### src/rtl/pwb_pkg.sv
package pwb_pkg;

  typedef enum logic [1:0] {
    BS_IDLE  = 2'd0,
    BS_WRITE = 2'd1,
    BS_READ  = 2'd2
  } bus_state_e;

endpackage

### src/rtl/pwb_fifo.sv
module pwb_fifo #(
  parameter int WIDTH = 68,
  parameter int DEPTH = 16
) (
  input  logic                         clk,
  input  logic                         rst_n,
  input  logic                         push,
  input  logic [WIDTH-1:0]             push_data,
  input  logic                         pop,
  output logic [WIDTH-1:0]             head,
  output logic [$clog2(DEPTH+1)-1:0]   count,
  output logic                         full,
  output logic                         empty
);
  localparam int PTR_W = (DEPTH > 1) ? $clog2(DEPTH) : 1;
  localparam int CNT_W = $clog2(DEPTH+1);
  localparam logic [PTR_W-1:0] LAST = PTR_W'(DEPTH-1);

  logic [PTR_W-1:0] wr_ptr, rd_ptr;
  logic [CNT_W-1:0] cnt_q;
  logic [WIDTH-1:0] slot [DEPTH];

  // one register per slot, loaded when the write pointer selects it
  for (genvar g = 0; g < DEPTH; g++) begin : g_slot
    always_ff @(posedge clk) begin
      if (push && (wr_ptr == PTR_W'(g))) slot[g] <= push_data;
    end
  end

  always_ff @(posedge clk or negedge rst_n) begin
    if (!rst_n) begin
      wr_ptr <= '0;
      rd_ptr <= '0;
      cnt_q  <= '0;
    end else begin
      if (push) wr_ptr <= (wr_ptr == LAST) ? '0 : wr_ptr + 1'b1;
      if (pop)  rd_ptr <= (rd_ptr == LAST) ? '0 : rd_ptr + 1'b1;
      case ({push, pop})
        2'b10:   cnt_q <= cnt_q + 1'b1;
        2'b01:   cnt_q <= cnt_q - 1'b1;
        default: cnt_q <= cnt_q;
      endcase
    end
  end

  assign head  = slot[rd_ptr];
  assign count = cnt_q;
  assign full  = (cnt_q == CNT_W'(DEPTH));
  assign empty = (cnt_q == '0);

endmodule

### src/rtl/pwb_bus_master.sv
module pwb_bus_master
  import pwb_pkg::*;
#(
  parameter int ADDR_W = 32,
  parameter int DATA_W = 32,
  parameter int SEL_W  = DATA_W / 8
) (
  input  logic              clk,
  input  logic              rst_n,
  input  logic              q_empty,
  input  logic [ADDR_W-1:0] q_addr,
  input  logic [DATA_W-1:0] q_data,
  input  logic [SEL_W-1:0]  q_sel,
  output logic              q_pop,
  input  logic              rd_valid,
  input  logic [ADDR_W-1:0] rd_addr,
  input  logic [SEL_W-1:0]  rd_sel,
  output logic              rd_ready,
  output logic [DATA_W-1:0] rd_data,
  output logic              rd_err,
  output logic              wr_fault,
  output logic              wb_cyc,
  output logic              wb_stb,
  output logic              wb_we,
  output logic [ADDR_W-1:0] wb_adr,
  output logic [DATA_W-1:0] wb_dat_o,
  output logic [SEL_W-1:0]  wb_sel,
  input  logic [DATA_W-1:0] wb_dat_i,
  input  logic              wb_ack,
  input  logic              wb_err
);
  bus_state_e        state_q, state_d;
  logic [ADDR_W-1:0] rd_addr_q;
  logic [SEL_W-1:0]  rd_sel_q;
  logic              answered;

  assign answered = wb_ack || wb_err;

  // queued writes always win over a waiting read
  always_comb begin
    state_d = state_q;
    case (state_q)
      BS_IDLE: begin
        if (!q_empty)      state_d = BS_WRITE;
        else if (rd_valid) state_d = BS_READ;
      end
      BS_WRITE, BS_READ: begin
        if (answered) state_d = BS_IDLE;
      end
      default: state_d = BS_IDLE;
    endcase
  end

  always_ff @(posedge clk or negedge rst_n) begin
    if (!rst_n) begin
      state_q   <= BS_IDLE;
      rd_addr_q <= '0;
      rd_sel_q  <= '0;
    end else begin
      state_q <= state_d;
      if (state_q == BS_IDLE && state_d == BS_READ) begin
        rd_addr_q <= rd_addr;
        rd_sel_q  <= rd_sel;
      end
    end
  end

  assign wb_cyc   = (state_q != BS_IDLE);
  assign wb_stb   = (state_q != BS_IDLE);
  assign wb_we    = (state_q == BS_WRITE);
  assign wb_adr   = wb_we ? q_addr : rd_addr_q;
  assign wb_dat_o = wb_we ? q_data : '0;
  assign wb_sel   = wb_we ? q_sel  : rd_sel_q;

  assign q_pop    = wb_we && answered;
  assign wr_fault = wb_we && wb_err;
  assign rd_ready = (state_q == BS_READ) && answered;
  assign rd_data  = wb_dat_i;
  assign rd_err   = (state_q == BS_READ) && wb_err;

endmodule

### src/rtl/pwb_sticky.sv
module pwb_sticky (
  input  logic clk,
  input  logic rst_n,
  input  logic set,
  output logic flag
);
  always_ff @(posedge clk or negedge rst_n) begin
    if (!rst_n)   flag <= 1'b0;
    else if (set) flag <= 1'b1;
  end
endmodule

### src/rtl/posted_write_buffer.sv
module posted_write_buffer #(
  parameter int ADDR_W = 32,
  parameter int DATA_W = 32,
  parameter int DEPTH  = 16
) (
  input  logic                  clk,
  input  logic                  rst_n,
  input  logic                  st_valid,
  output logic                  st_ready,
  input  logic [ADDR_W-1:0]     st_addr,
  input  logic [DATA_W-1:0]     st_data,
  input  logic [DATA_W/8-1:0]   st_sel,
  input  logic                  rd_valid,
  output logic                  rd_ready,
  input  logic [ADDR_W-1:0]     rd_addr,
  input  logic [DATA_W/8-1:0]   rd_sel,
  output logic [DATA_W-1:0]     rd_data,
  output logic                  rd_err,
  output logic                  wb_cyc,
  output logic                  wb_stb,
  output logic                  wb_we,
  output logic [ADDR_W-1:0]     wb_adr,
  output logic [DATA_W-1:0]     wb_dat_o,
  output logic [DATA_W/8-1:0]   wb_sel,
  input  logic [DATA_W-1:0]     wb_dat_i,
  input  logic                  wb_ack,
  input  logic                  wb_err,
  output logic                  err_flag
);
  localparam int SEL_W   = DATA_W / 8;
  localparam int ENTRY_W = ADDR_W + DATA_W + SEL_W;
  localparam int CNT_W   = $clog2(DEPTH+1);

  logic               st_fire;
  logic               fifo_full, fifo_empty, fifo_pop, wr_fault;
  logic [CNT_W-1:0]   fifo_count;
  logic [ENTRY_W-1:0] head;
  logic [ADDR_W-1:0]  head_addr;
  logic [DATA_W-1:0]  head_data;
  logic [SEL_W-1:0]   head_sel;

  assign st_ready = !fifo_full;
  assign st_fire  = st_valid && st_ready;
  assign {head_addr, head_data, head_sel} = head;

  pwb_fifo #(.WIDTH(ENTRY_W), .DEPTH(DEPTH)) u_fifo (
    .clk       (clk),
    .rst_n     (rst_n),
    .push      (st_fire),
    .push_data ({st_addr, st_data, st_sel}),
    .pop       (fifo_pop),
    .head      (head),
    .count     (fifo_count),
    .full      (fifo_full),
    .empty     (fifo_empty)
  );

  pwb_bus_master #(.ADDR_W(ADDR_W), .DATA_W(DATA_W), .SEL_W(SEL_W)) u_bus (
    .clk      (clk),
    .rst_n    (rst_n),
    .q_empty  (fifo_empty),
    .q_addr   (head_addr),
    .q_data   (head_data),
    .q_sel    (head_sel),
    .q_pop    (fifo_pop),
    .rd_valid (rd_valid),
    .rd_addr  (rd_addr),
    .rd_sel   (rd_sel),
    .rd_ready (rd_ready),
    .rd_data  (rd_data),
    .rd_err   (rd_err),
    .wr_fault (wr_fault),
    .wb_cyc   (wb_cyc),
    .wb_stb   (wb_stb),
    .wb_we    (wb_we),
    .wb_adr   (wb_adr),
    .wb_dat_o (wb_dat_o),
    .wb_sel   (wb_sel),
    .wb_dat_i (wb_dat_i),
    .wb_ack   (wb_ack),
    .wb_err   (wb_err)
  );

  pwb_sticky u_err (
    .clk   (clk),
    .rst_n (rst_n),
    .set   (wr_fault),
    .flag  (err_flag)
  );

endmodule

### config.mk
export PLATFORM = sky130hd
export DESIGN_NAME = posted_write_buffer
export DESIGN_NICKNAME = d
export VERILOG_FILES = /design/src/rtl/pwb_pkg.sv /design/src/rtl/pwb_fifo.sv /design/src/rtl/pwb_bus_master.sv /design/src/rtl/pwb_sticky.sv /design/src/rtl/posted_write_buffer.sv
export SDC_FILE = /design/constraint.sdc
export NUM_CORES = 1
export LEC_CHECK = 0
export BUFFER_PORTS_ARGS = -buffer_cell sky130_fd_sc_hd__clkbuf_2
export CORE_UTILIZATION = 35
export CTS_CLUSTER_DIAMETER = 30
export CTS_CLUSTER_SIZE = 25
export DETAILED_ROUTE_END_ITERATION = 16
export GPL_TIMING_DRIVEN = 0
export SLEW_MARGIN = 20
export SYNTH_ARGS = -nofsm -noshare
export SYNTH_HDL_FRONTEND = slang
export SYNTH_SLANG_ARGS = --single-unit
export TNS_END_PERCENT = 50
### constraint.sdc
create_clock -name clk -period 8 [get_ports clk]
set_input_delay 0.8 -clock clk [delete_from_list [all_inputs] [get_ports clk]]
set_output_delay 0.8 -clock clk [all_outputs]
set_load 0.005 [all_outputs]
==> results of run 1 <==
[power by group through the flow]
| stage | combinational, mW | sequential (mW) | clock [mW] |
|---|---|---|---|
| final | 5.92 | 7.28 | 8.37 |
| after global routing | 6.30 | 7.32 | 8.77 |
| after CTS | 6.03 | 7.28 | 8.49 |
| after detailed placement | 5.97 | 7.39 | 0 |
| after global placement | 5.68 | 7.51 | 0 |
| after floorplan | 3.50 | 7.40 | 0 |
[worst min-delay path by stage]
stage | to | slack, ps | cells after the start
finish | u_bus.rd_addr_q[19]$_DFFE_PN0P_ | 240 | 2
global route | u_bus.rd_addr_q[11]$_DFFE_PN0P_ | 210 | 2
CTS | u_bus.rd_addr_q[11]$_DFFE_PN0P_ | 190 | 2
detailed placement | u_err.flag$_DFFE_PN0P_ | 450 | 1
global placement | u_err.flag$_DFFE_PN0P_ | 440 | 1
floorplan | u_err.flag$_DFFE_PN0P_ | 450 | 1
[synthesized netlist by cell type (4+ instances only)]
| master | n |
|---|---|
| a21o_1 | 4 |
| a21oi_1 | 6 |
| a221o_1 | 32 |
| a22oi_1 | 35 |
| a31oi_1 | 35 |
| a32o_1 | 32 |
| and4_1 | 32 |
| buf_1 | 8 |
| buf_2 | 29 |
| buf_4 | 46 |
| buf_6 | 22 |
| clkbuf_1 | 54 |
| dfrtp_1 | 52 |
| edfxtp_1 | 1088 |
| ha_1 | 13 |
| inv_1 | 9 |
| mux2_2 | 7 |
| mux2_4 | 30 |
| mux2i_1 | 186 |
| mux4_2 | 180 |
| nand2_1 | 91 |
| nand2b_1 | 5 |
| nand3_1 | 5 |
| nor2_1 | 77 |
| nor2b_1 | 7 |
| nor3_1 | 5 |
| nor3b_1 | 4 |
| o21ai_0 | 12 |
| o221a_2 | 10 |
| o22ai_1 | 51 |
[per-stage QoR]
stage / power (mW) / cells / utilization [%] / hold WS (ps) / setup slack (ps)
after global placement: 13.2 / 4062 / 37.9 / 440 / -5270
after CTS: 21.8 / 4528 / 44.6 / 190 / 2740
after global routing: 22.4 / 4532 / 44.6 / 211 / 2710
after detailed placement: 13.4 / 4158 / 39.2 / 451 / 3520
after floorplan: 10.9 / 2196 / - / 451 / 1370
final: 21.6 / 4534 / 44.6 / 243 / 2830
[area by class of cell]
type,count,area [sq um],share of cell area (%)
buffer,161,1010,1.79
antenna,6,15.0,0.0267
clock buffer,214,5010,8.92
timing repair buffer,313,2670,4.74
multi-input combinational,886,9690,17.2
clock inverter,155,1770,3.14
sequential,1140,34000,60.4
inverter,9,33.8,0.0601
tap,1650,2060,3.67
[registers in the layout, summed over array words and instances, names as in the netlist]
signal	cells
u_bus.rd_addr_q	32
u_bus.rd_sel_q	4
u_bus.state_q	2
u_err.flag	1
u_fifo.count	5
u_fifo.rd_ptr	4
u_fifo.slot	1088
u_fifo.wr_ptr	4
[what timing repair did]
item	4_1_cts	5_1_grt
hold endpoints to repair	14	0
resized for setup	0	0
buffers inserted	0	0
setup endpoints to repair	0	0
hold buffers	1	0
[cells by family (layout without fill, tap and decap cells)]
| kind of cell | count (synthesis) | in the layout | synth area share, % |
|---|---|---|---|
| flip-flops | 1140 | 1140 | 76.2 |
| multiplexers | 403 | 403 | 14.5 |
| AND/OR/NAND/NOR | 239 | 239 | 2.64 |
| AO/OA/AOI/OAI | 225 | 225 | 3.91 |
| buffers and inverters | 170 | 852 | 2.33 |
| adder cells (fa/ha/maj) | 13 | 13 | 0.365 |
| XOR/XNOR | 6 | 6 | 0.118 |
| other | 0 | 6 | 0 |
[metal layers]
metal | share of wire (%) | routed length [microns] | track usage [%]
met3 | 7.9 | 9510 | 4.66
met1 | 41 | 48900 | 23.8
met2 | 49 | 58900 | 30.4
met5 | 0.068 | 82 | 0
met4 | 2.1 | 2520 | 5.82
==> flow_summary.yaml, run 1 <==
drt:
  via_count: 23900
  final_antenna_net_count: 0
  drt-pass1-iter-count: 7
  routed_wl_mm: 120
  wl_per_cell_microns: 26.4
  drtIter0Drc: 2407
  via_per_inst: 5.28
  drc_errors: 0
cts:
  tritoncts: "done"
  clock_latency_ps: 780
  cts.clk_slew.worst_paths_ps: 50
  htreeDepth: 4
  clock_tree.root_cell: "clkbuf_16"
  cts_made_buffers: 196
  clk_path_buf_depth: 3
  cts.sinks: 1140
critical_path:
  critPathBufInv: 4
  crit_cells: 7
  critical_path_peak_fanout: 10
  crit_top_cell: "clkbuf_1"
  crit_path_start: "u_bus.state_q[1]$_DFF_PN0_"
  worstReg2RegEnd: "u_fifo.count[4]$_DFFE_PN0P_"
  crit_end: "wb_adr[16]"
  reg2regPathDepth: 13
  start_kind: "flop"
  critPathMaxStageDelay_ps: 850
  r2r_start: "u_bus.state_q[1]$_DFF_PN0_"
  crit_chain: "inv_1 > ha_1 > clkbuf_1 > clkbuf_1 > nor2_1 > a31oi_1 > clkbuf_2"
  critPathKind: "reg -> out"
  worstPathRequired_ps: 7200
  crit_family: "buffers and inverters"
  arrival_ps: 4370
  critPathCaptureType: "primary output"
  crit_path_top_delay_cell: "clkbuf_1"
  reg2reg_setup_slack_ps: 3390
synth:
  syn_area_per_cell_sq_um: 20.3
  async_reset_ff_share_pct: 4.56
  synth-edff-count: 1088
  yosysTopAreaCell: "edfxtp_1"
  synthFlopType: "edfxtp_1"
  seq_area_frac_synth_pct: 76.2
  yosys.area.top_type_share_pct: 73.3
  ys_ff_latch: 1140
  synth_cell_types: 49
  netlist_area_sq_um: 44600
  yosys_warnings: 0
  syn_inst: 2196
  netlist_top_cells_area: "edfxtp_1 (73%), mux4_2 (9.1%), mux2i_1 (4.2%)"
  syn_nets: 2351
floorplan:
  die_y_microns: 359
  dieArea_sq_um: 129000
  boundaryPins: 249
  start_util_pct: 35.4
  chipWidth_microns: 359
  core_sq_um: 126000
  rows: 130
timing:
  hold_violations: 0
  period_needed_ps: 5170
  tns_ps: 0
  finalCritPeriodShare_pct: 64.6
  final_max_slew_viol_count: 0
  worst_pin_slew_ps: 1170
  rsz0062_at_grt: "false"
  fmax_mhz: 193
  slew_headroom_pct: 21.2
  setup_viol: 0
  fin_worst_skew_ps: 38.9
grt:
  grt_start_max_net_pins: 39
  grt_overflow_total: 0
  grt_pass1_wl_mm: 171
  grt_usage_pct: 18.4
  antenna_found_initial: 14
  first_global_vias: 24700
pwr:
  p_leak_nw: 19.4
  p_comb_share_pct: 27.5
  internal_power_mw: 14.9
  powerDensity_nw_per_um2: 384
  p_seq_share_pct: 33.8
  p_switching_mw: 6.69
  switching_share_pct: 31.0
  ir_drop_mv: 0.256
  p_clk_share_pct: 38.8
final_layout:
  layout_common_cells: "edfxtp_1 (1088), clkbuf_2 (215), clkbuf_16 (198)"
  fill_cells: 10600
  drive_gt1_share_pct: 34.4
  design_area_sq_um: 56200
  nets: 2862
  layout_commonest_cell: "edfxtp_1"
  area_growth_pct: 26.1
placement:
  port-buffer-count: 216
  gp_congestion: 0.769
  placed_area_sq_um: 49400
  hpwlAfterDp_mm: 79.2
job:
  maxCapViolCount: 0
run_status:
  status: "completed"
worst_hold_path:
  hold_start: "rd_addr[19]"
  hold_class: "in -> reg"
Note: power is estimated with default switching activity, not from simulation.
==> run 2, diff against run 1 <==
clock period = 4.4 ns   (was 8 ns; I/O delays follow)
==> flow_summary.yaml, run 2 (synthesis results as in run 1) <==
grt:
  first_global_vias: 25200
  grt_usage_pct: 18.6
  grt_start_max_net_pins: 37
  grt_pass1_wl_mm: 173
  antenna_found_initial: 14
  grt_overflow_total: 0
critical_path:
  crit_chain: "buf_2 > buf_4 > nor2b_1 > buf_1 > clkbuf_1 > a22oi_1 > a31oi_1 > clkbuf_2"
  reg2regPathDepth: 13
  crit_path_top_delay_cell: "clkbuf_1"
  critPathKind: "reg -> out"
  critPathBufInv: 5
  worstPathRequired_ps: 3960
  start_kind: "flop"
  critPathCaptureType: "primary output"
  crit_path_start: "u_fifo.rd_ptr[1]$_DFFE_PN0P_"
  arrival_ps: 3810
  r2r_start: "u_bus.state_q[1]$_DFF_PN0_"
  crit_family: "buffers and inverters"
  critical_path_peak_fanout: 10
  critPathMaxStageDelay_ps: 630
  crit_cells: 8
placement:
  gp_congestion: 0.778
  hpwlAfterDp_mm: 78.9
  port-buffer-count: 216
  placed_area_sq_um: 49400
  pre_cts_ws_ps: -49.8
timing:
  hold_ws_ps: 51.4
  setup_slack_ps: 145
  worst_pin_slew_ps: 1110
  period_needed_ps: 4250
  finalCritPeriodShare_pct: 96.7
  slew_headroom_pct: 26.0
  fin_worst_skew_ps: 41.8
  hold_violations: 0
  rsz0062_at_grt: "false"
  setup_viol: 0
  final_max_slew_viol_count: 0
  fmax_mhz: 235
final_layout:
  nets: 2887
  layout_common_cells: "edfxtp_1 (1088), clkbuf_2 (225), clkbuf_16 (198)"
  drive_gt1_share_pct: 34.0
  area_growth_pct: 27.3
  largest_reg_flops: 1088
  top_register: "u_fifo.slot"
  design_area_sq_um: 56800
  fill_cells: 10600
  layout_commonest_cell: "edfxtp_1"
drt:
  wl_per_cell_microns: 26.4
  routed_wl_mm: 120
  via_per_inst: 5.28
  via_count: 24100
  drc_errors: 0
  final_antenna_net_count: 0
  drtIter0Drc: 2271
  drt-pass1-iter-count: 6
pwr:
  p_leak_nw: 19.6
  p_seq_share_pct: 33.4
  ir_drop_mv: 0.515
  p_clk_share_pct: 39.2
  internal_power_mw: 27.4
  p_comb_share_pct: 27.4
  powerDensity_nw_per_um2: 698
  switching_share_pct: 30.8
  p_switching_mw: 12.2
floorplan:
  dieArea_sq_um: 129000
  boundaryPins: 249
  rows: 130
  core_sq_um: 126000
  chipWidth_microns: 359
  die_y_microns: 359
  start_util_pct: 35.4
cts:
  clk_path_buf_depth: 3
  cts.clk_slew.worst_paths_ps: 60
  htreeDepth: 4
  tritoncts: "done"
  clock_tree.root_cell: "clkbuf_16"
  clock_latency_ps: 790
  cts_made_buffers: 195
  cts.sinks: 1140
run_status:
  status: "completed"
worst_hold_path:
  hold_class: "in -> reg"
  hold_start: "st_addr[14]"
  holdPathStages: 1
job:
  maxCapViolCount: 0
[run 2: cell count changes in the layout (fill, tap and decap cells not counted), sizes merged, moves of 4 or more]
cell,change
buf,-15
dlygate4sd3,+42
clkbuf,-4
bufinv,+5
clkinv,-7
[run 2: stage by stage]
stage | total power, mW | cells | util, % | TNS [ps]
floorplan | 19.8 | 2196 | - | -152690
global placement | 24.0 | 4062 | 37.9 | -4468500
detailed placement | 24.4 | 4141 | 39.2 | -49.8
CTS | 40.0 | 4550 | 45.0 | 0
global route | 41.1 | 4553 | 45.0 | 0
finish | 39.6 | 4556 | 45.0 | 0
[run 2: layer usage]
metal	track usage, %	share of wire [%]	up-vias
li1	-	-	10200
met1	24.2	41	12600
met2	30.8	49	1073
met3	4.39	8.2	189
met4	5.40	1.8	14
met5	0	0.066	-
[run 2: repair_timing]
action / in CTS / in global routing
buffers inserted: 0 / 2
endpoints found under the setup margin: 18 / 26
gates resized for setup: 7 / 11
hold buffers: 43 / 0
hold endpoints to repair: 142 / 0
pin swaps: 0 / 0
[run 2: worst register-to-register path, delay by kind of cell (launching register included)]
| kind | cells | cell delay, ps |
|---|---|---|
| buffers and inverters | 4 | 1220 |
| flip-flops | 1 | 420 |
| XOR/XNOR | 1 | 120 |
| AND/OR/NAND/NOR | 3 | 560 |
| AO/OA/AOI/OAI | 2 | 590 |
| adder cells (fa/ha/maj) | 3 | 820 |
[run 2: path summary, 6_finish.rpt]
path | endpoint | slack [ps]
max | wb_adr[23] | 150
min | u_fifo.slot[3][50]$_DFFE_PP_ | 50
max reg2reg | u_fifo.count[4]$_DFFE_PN0P_ | 540
min reg2reg | u_err.flag$_DFFE_PN0P_ | 470
max in group asynchronous | u_fifo.wr_ptr[0]$_DFFE_PN0P_ | 3740
min in group asynchronous | u_bus.rd_sel_q[2]$_DFFE_PN0P_ | 130
[run 2: cell type report]
cell class | count | area [sq um] | share of cell area (%)
antenna | 4 | 10.0 | 0.0176
buffer | 160 | 1010 | 1.79
clock buffer | 211 | 5000 | 8.81
multi-input combinational | 886 | 9720 | 17.1
timing repair buffer | 340 | 3080 | 5.43
tap | 1650 | 2060 | 3.64
clock inverter | 156 | 1870 | 3.29
sequential | 1140 | 34000 | 59.8
inverter | 9 | 33.8 | 0.0595
[run 2: power groups by stage]
stage	Sequential, mW	Clock, mW	Combinational [mW]
5_1_grt	13.3	16.2	11.6
3_5_place_dp	13.4	0	10.9
2_1_floorplan	13.4	0	6.37
4_1_cts	13.2	15.7	11.0
3_3_place_gp	13.6	0	10.4
6_report	13.2	15.5	10.8
